**src/rtl/wq_envelope.sv**
```systemverilog
module wq_envelope #(
  parameter int DEPTH = 4,
  parameter int AW    = 8,
  parameter int DW    = 16
) (
  input  logic          clk,
  input  logic          rst_n,
  input  logic          wr_valid,
  output logic          wr_ready,
  input  logic [AW-1:0] wr_addr,
  input  logic [DW-1:0] wr_data,
  input  logic          sp_valid,
  output logic          sp_ready,
  input  logic [AW-1:0] sp_addr,
  input  logic [DW-1:0] sp_data,
  input  logic          rd_issued,
  input  logic          rd_done,
  output logic          rd_pending,
  output logic          abus_req,
  input  logic          abus_gnt,
  output logic          abus_fire,
  output logic [AW-1:0] abus_addr,
  output logic          abus_push,
  output logic          dbus_req,
  input  logic          dbus_gnt,
  input  logic          dbus_wonly,
  output logic          dbus_read_go,
  output logic          dbus_wvalid,
  output logic [DW-1:0] dbus_wdata,
  input  logic          dbus_ack
);
  localparam int CW = $clog2(DEPTH + 1);
  localparam int IW = (DEPTH > 1) ? $clog2(DEPTH) : 1;

  function automatic logic [CW-1:0] ones(input logic [DEPTH-1:0] x);
    logic [CW-1:0] c;
    c = '0;
    for (int i = 0; i < DEPTH; i++) c = c + CW'(x[i]);
    return c;
  endfunction

  logic [DEPTH-1:0] q_v, q_ad, q_ps;
  logic [AW-1:0]    q_a [DEPTH];
  logic [DW-1:0]    q_d [DEPTH];
  logic             busy, rd_pend;

  logic [DEPTH-1:0] t_v, t_ad, t_ps, n_v, n_ad, n_ps;
  logic [AW-1:0]    t_a [DEPTH];
  logic [DW-1:0]    t_d [DEPTH];
  logic [AW-1:0]    n_a [DEPTH];
  logic [DW-1:0]    n_d [DEPTH];
  logic [CW-1:0]    pos;

  wire [CW-1:0] n_valid = ones(q_v);
  wire [CW-1:0] n_addr  = ones(q_v & q_ad);
  wire          full    = (n_valid == CW'(DEPTH));
  wire          head_rdy = q_v[0] & q_ad[0];
  wire          wgo     = dbus_gnt & ~busy & head_rdy & (dbus_wonly | ~rd_pend);
  wire          retire  = busy & dbus_ack;
  wire          ins_p   = sp_valid & sp_ready;
  wire          ins_w   = wr_valid & wr_ready;
  wire [IW-1:0] a_idx   = abus_req ? n_addr[IW-1:0] : '0;

  assign sp_ready     = ~full;
  assign wr_ready     = ~full & ~sp_valid;
  assign abus_req     = (n_addr != n_valid);
  assign abus_fire    = abus_req & abus_gnt;
  assign abus_addr    = q_a[a_idx];
  assign abus_push    = q_ps[a_idx];
  assign dbus_req     = ~busy & (rd_pend | head_rdy);
  assign dbus_read_go = dbus_gnt & ~busy & ~dbus_wonly & rd_pend;
  assign dbus_wvalid  = busy;
  assign dbus_wdata   = q_d[0];
  assign rd_pending   = rd_pend;

  always_comb begin
    t_v = q_v; t_ad = q_ad; t_ps = q_ps; t_a = q_a; t_d = q_d;
    if (abus_fire) t_ad[a_idx] = 1'b1;
    if (retire) begin
      for (int i = 0; i < DEPTH - 1; i++) begin
        t_v[i] = t_v[i+1]; t_ad[i] = t_ad[i+1]; t_ps[i] = t_ps[i+1];
        t_a[i] = t_a[i+1]; t_d[i] = t_d[i+1];
      end
      t_v[DEPTH-1] = 1'b0; t_ad[DEPTH-1] = 1'b0; t_ps[DEPTH-1] = 1'b0;
    end
    pos = ins_p ? ones(t_v & (t_ad | t_ps)) : ones(t_v);
    n_v = t_v; n_ad = t_ad; n_ps = t_ps; n_a = t_a; n_d = t_d;
    if (ins_p | ins_w) begin
      for (int i = 1; i < DEPTH; i++) begin
        if (CW'(i) > pos) begin
          n_v[i] = t_v[i-1]; n_ad[i] = t_ad[i-1]; n_ps[i] = t_ps[i-1];
          n_a[i] = t_a[i-1]; n_d[i] = t_d[i-1];
        end
      end
      for (int i = 0; i < DEPTH; i++) begin
        if (CW'(i) == pos) begin
          n_v[i] = 1'b1; n_ad[i] = 1'b0; n_ps[i] = ins_p;
          n_a[i] = ins_p ? sp_addr : wr_addr;
          n_d[i] = ins_p ? sp_data : wr_data;
        end
      end
    end
  end

  always_ff @(posedge clk or negedge rst_n) begin
    if (!rst_n) begin
      q_v <= '0; q_ad <= '0; q_ps <= '0;
      busy <= 1'b0; rd_pend <= 1'b0;
    end else begin
      q_v <= n_v; q_ad <= n_ad; q_ps <= n_ps;
      if (wgo) busy <= 1'b1;
      else if (retire) busy <= 1'b0;
      if (rd_issued) rd_pend <= 1'b1;
      else if (rd_done) rd_pend <= 1'b0;
    end
  end

  always_ff @(posedge clk) begin
    q_a <= n_a;
    q_d <= n_d;
  end

  p_push_first_r3: assert property (@(posedge clk) disable iff (!rst_n)
    (abus_fire && !abus_push) |-> ((q_v & q_ps & ~q_ad) == '0));

  p_fill_hold_r4: assert property (@(posedge clk) disable iff (!rst_n)
    (full && !retire) |=> !sp_ready);

  p_prefix_r5: assert property (@(posedge clk) disable iff (!rst_n)
    ((q_v & (q_v + 1'b1)) == '0) && ((q_ad & ~q_v) == '0) && ((q_ad & (q_ad + 1'b1)) == '0));

  p_wonly_no_read_r6: assert property (@(posedge clk) disable iff (!rst_n)
    dbus_wonly |-> !dbus_read_go);

  p_beat_hold_r9: assert property (@(posedge clk) disable iff (!rst_n)
    (dbus_wvalid && !dbus_ack) |=> (dbus_wvalid && $stable(dbus_wdata)));

  p_beat_end_r9: assert property (@(posedge clk) disable iff (!rst_n)
    (dbus_wvalid && dbus_ack) |=> !dbus_wvalid);

  p_no_req_busy_r9: assert property (@(posedge clk) disable iff (!rst_n)
    dbus_wvalid |-> !dbus_req);

  p_rd_clear_r10: assert property (@(posedge clk) disable iff (!rst_n)
    (rd_done && !rd_issued) |=> !rd_pending);

endmodule

```
**config.mk**
```make
export PLATFORM = sky130hd
export DESIGN_NAME = wq_envelope
export DESIGN_NICKNAME = d
export VERILOG_FILES = /design/src/rtl/wq_envelope.sv
export SDC_FILE = /design/constraint.sdc
export NUM_CORES = 1
export LEC_CHECK = 0
export ABC_CLOCK_PERIOD_IN_PS = 6500
export BUFFER_PORTS_ARGS = -buffer_cell sky130_fd_sc_hd__buf_2
export CAP_MARGIN = 20
export CORE_UTILIZATION = 59
export DETAILED_ROUTE_END_ITERATION = 8
export GPL_TIMING_DRIVEN = 0
export PLACE_DENSITY = 0.78
export SLEW_MARGIN = 20
export SYNTH_ARGS = -nofsm -noshare
export SYNTH_HDL_FRONTEND = slang
export SYNTH_SLANG_ARGS = --single-unit
```
**constraint.sdc**
```tcl
create_clock -name clk -period 6.5 [get_ports clk]
set_input_delay 0.65 -clock clk [delete_from_list [all_inputs] [get_ports clk]]
set_output_delay 0.65 -clock clk [all_outputs]
set_load 0.02 [all_outputs]
```
==> results.py <==
metrics = {
    "cts": {
        "clockBufferDepth": 2,
        "clk_pin_slew_worst_paths_ns": 0.07,
        "numClockSinks": 110,
        "h-tree-depth": 3,
        "cts-root-buf": "clkbuf_16",
        "numCtsBuffers": 9,
        "holdBufCountCts": 0,
        "worstSkewPairLatency_ns": 0.35,
        "post-cts-setup-buffers": 0,
        "cts_resized": 0,
        "cts_tree": "built",
    },
    "logic_synthesis": {
        "avgSynthCellArea_um2": 9.763,
        "synth_top_area_share": 0.2214,
        "synth_warnings": 0,
        "ys_seq_area_frac": 0.3656,
        "ys_ff_latch": 110,
        "synth_ff_type": "dfxtp_1",
        "syn_nets": 774,
        "netlist_area_um2": 6873,
        "synth_cell_types": 62,
        "synth-edff-count": 24,
        "synth.area.top_cells": "mux2i_1 22%, dfxtp_1 21%, edfxtp_1 10%",
        "syn_inst": 704,
        "async_flop_share": 0.1273,
        "yosys.area.top_type": "mux2i_1",
    },
    "die": {
        "rows": 39,
        "dieHeight_um": 109.9,
        "fp.dieW_um": 109.9,
        "start_util": 0.6045,
        "core_area_um2": 11370,
        "ioPinCount": 91,
        "dieArea_um2": 12080,
    },
    "critical_path": {
        "critPathCaptureType": "register",
        "path_class": "register to register",
        "cp.arrival_ns": 5.95,
        "critPathRequiredTime_ns": 6.76,
        "worstPathMaxFanout": 25,
        "start_kind": "register",
    },
    "sta": {
        "min_period_ns": 5.691,
        "max_freq_mhz": 175.7,
        "holdWs_ns": 0.1911,
        "slew_headroom": 0.4112,
        "finalHoldViolCount": 0,
        "worst_slew_pin_slew_ns": 0.8831,
        "skew_ns": 0.005175,
        "setup_viol_count_final": 0,
        "slew_viol_final": 0,
        "finalCritPeriodShare": 0.8755,
        "rsz0062_at_grt": "no",
        "tns_ns": 0,
    },
    "detailed_routing": {
        "detail-route-antenna-nets": 0,
        "drt_first_pass_iters": 7,
        "via_count": 6141,
        "wirelength_um": 20130,
        "initialDrtViolationCount": 630,
        "drc": 0,
        "wl_per_cell_um": 21.15,
        "vias_per_cell": 6.451,
    },
    "cells_and_area": {
        "final_common_cell": "mux2i_1",
        "antenna_cells": 0,
        "nNetsFinal": 874,
        "drive_gt1_frac": 0.2250,
        "layout_common_cells": "152 x mux2i_1, 114 x buf_2, 72 x dfxtp_1, 50 x nand2_1, 38 x inv_1",
        "syn2layout_area_growth_pct": 13.47,
        "multi_input_area_um2": 3814,
        "fillers": 904,
        "register_area_um2": 2512,
    },
    "global_routing": {
        "grt_max_degree": 26,
        "grt_use_total": 0.3398,
        "grt_pass1_wl_um": 30370,
        "grt_overflow": 0,
        "antenna_found_initial": 0,
        "grt_pass1_vias": 6024,
    },
    "placed_design": {
        "dp_hpwl_um": 14050,
        "place_congestion": 0.9116,
        "io_buffers": 89,
    },
    "run_status": {
        "status": "finished, final reports clean",
    },
    "min_path": {
        "hold_class": "primary input to asynchronous set/reset pin",
    },
    "flow_run": {
        "maxCapViolCount": 0,
    },
}
cell type report:
type,instances,area share
Tap cell,143,0.02294
Inverter,40,0.01925
Multi-Input combinational cell,483,0.4890
Buffer,71,0.05086
Timing Repair Buffer,89,0.05712
Clock inverter,4,0.005776
Sequential cell,110,0.3222
Clock buffer,12,0.03289
state kept, by name (all words and copies together), names as in the netlist:
signal / cells
q_a: 32
q_d: 48
rd_pending: 1
q_ps: 4
q_ad: 4
q_v: 4
dbus_wvalid: 1
dbus_wdata: 16
worst max-delay path: stages (launching register included):
cell and delay, ns:
dfrtp_1 0.45, nand2_1 0.14, fa_1 0.56, inv_1 0.05
ha_1 0.27, clkbuf_1 0.30, clkbuf_1 0.71, a31oi_1 0.26
a21o_1 0.25, fa_1 0.49, inv_1 0.04, ha_1 0.19
ha_1 0.24, nor2b_1 0.15, o21ai_2 0.13, inv_2 0.54
o21ai_1 0.49, o221ai_1 0.32
stage by stage:
stage,utilization,setup WS [ns],area [um^2],cells
4_1_cts,0.6859,0.9032,7799,952
3_3_place_gp,0.6594,0.4934,7497,936
2_1_floorplan,-,1.724,6873,704
5_1_grt,0.6859,0.5121,7799,952
6_report,0.6859,0.8093,7799,952
3_5_place_dp,0.6594,0.9031,7497,936
routing by layer:
layer	GRT usage	routed length, um
met5	0	0
met2	0.5710	9612
met1	0.4051	8055
met4	0.1514	616
met3	0.09129	1846
worst paths after layout:
check	cells past startpoint	start	to	slack (ns)
worst min-delay path	1	rst_n	rd_pending$_DFFE_PN0P_	0.19
min in group clk	2	rd_done	rd_pending$_DFFE_PN0P_	0.48
worst min register to register	2	q_d[15]$_DFFE_PP_	q_d[31]$_DFF_P_	0.54
worst max register to register	17	q_v[0]$_DFF_PN0_	q_d[45]$_DFF_P_	0.81
worst max-delay path	17	q_v[0]$_DFF_PN0_	q_d[45]$_DFF_P_	0.81
max in group asynchronous	1	rst_n	q_ps[0]$_DFF_PN0_	6.06
synth_stat cells (all sizes together) (2+ instances only):
cell type,n
a21oi,29
o22ai,4
nor2b,26
a22oi,2
a21o,6
clkbuf,23
xnor2,4
mux2,2
mux2i,152
a31o,17
o2bb2ai,2
inv,40
edfxtp,24
a31oi,4
a21boi,2
dfrtp,14
o311a,24
nor3,17
nor2,34
nor3b,4
nand3b,24
fa,4
or3,8
buf,48
nand2,51
ha,8
o221ai,7
o22a,2
o31ai,2
dfxtp,72
o32ai,24
nand2b,3
o21ai,6
cell families (layout without fill, tap and decap cells):
| family | Yosys count | in the layout | synth area share |
|---|---|---|---|
| buffers and inverters | 111 | 216 | 0.07955 |
| adder cells (fa/ha/maj) | 12 | 12 | 0.02622 |
| flip-flops | 110 | 110 | 0.3656 |
| XOR/XNOR | 4 | 4 | 0.005097 |
| AND/OR/NAND/NOR | 175 | 175 | 0.1369 |
| AO/OA/AOI/OAI | 138 | 138 | 0.1620 |
| multiplexers | 154 | 154 | 0.2246 |
Power is left out: the tool's default activity adds up to more than one toggle a clock period on the data nets, which glitch-free logic cannot reach.
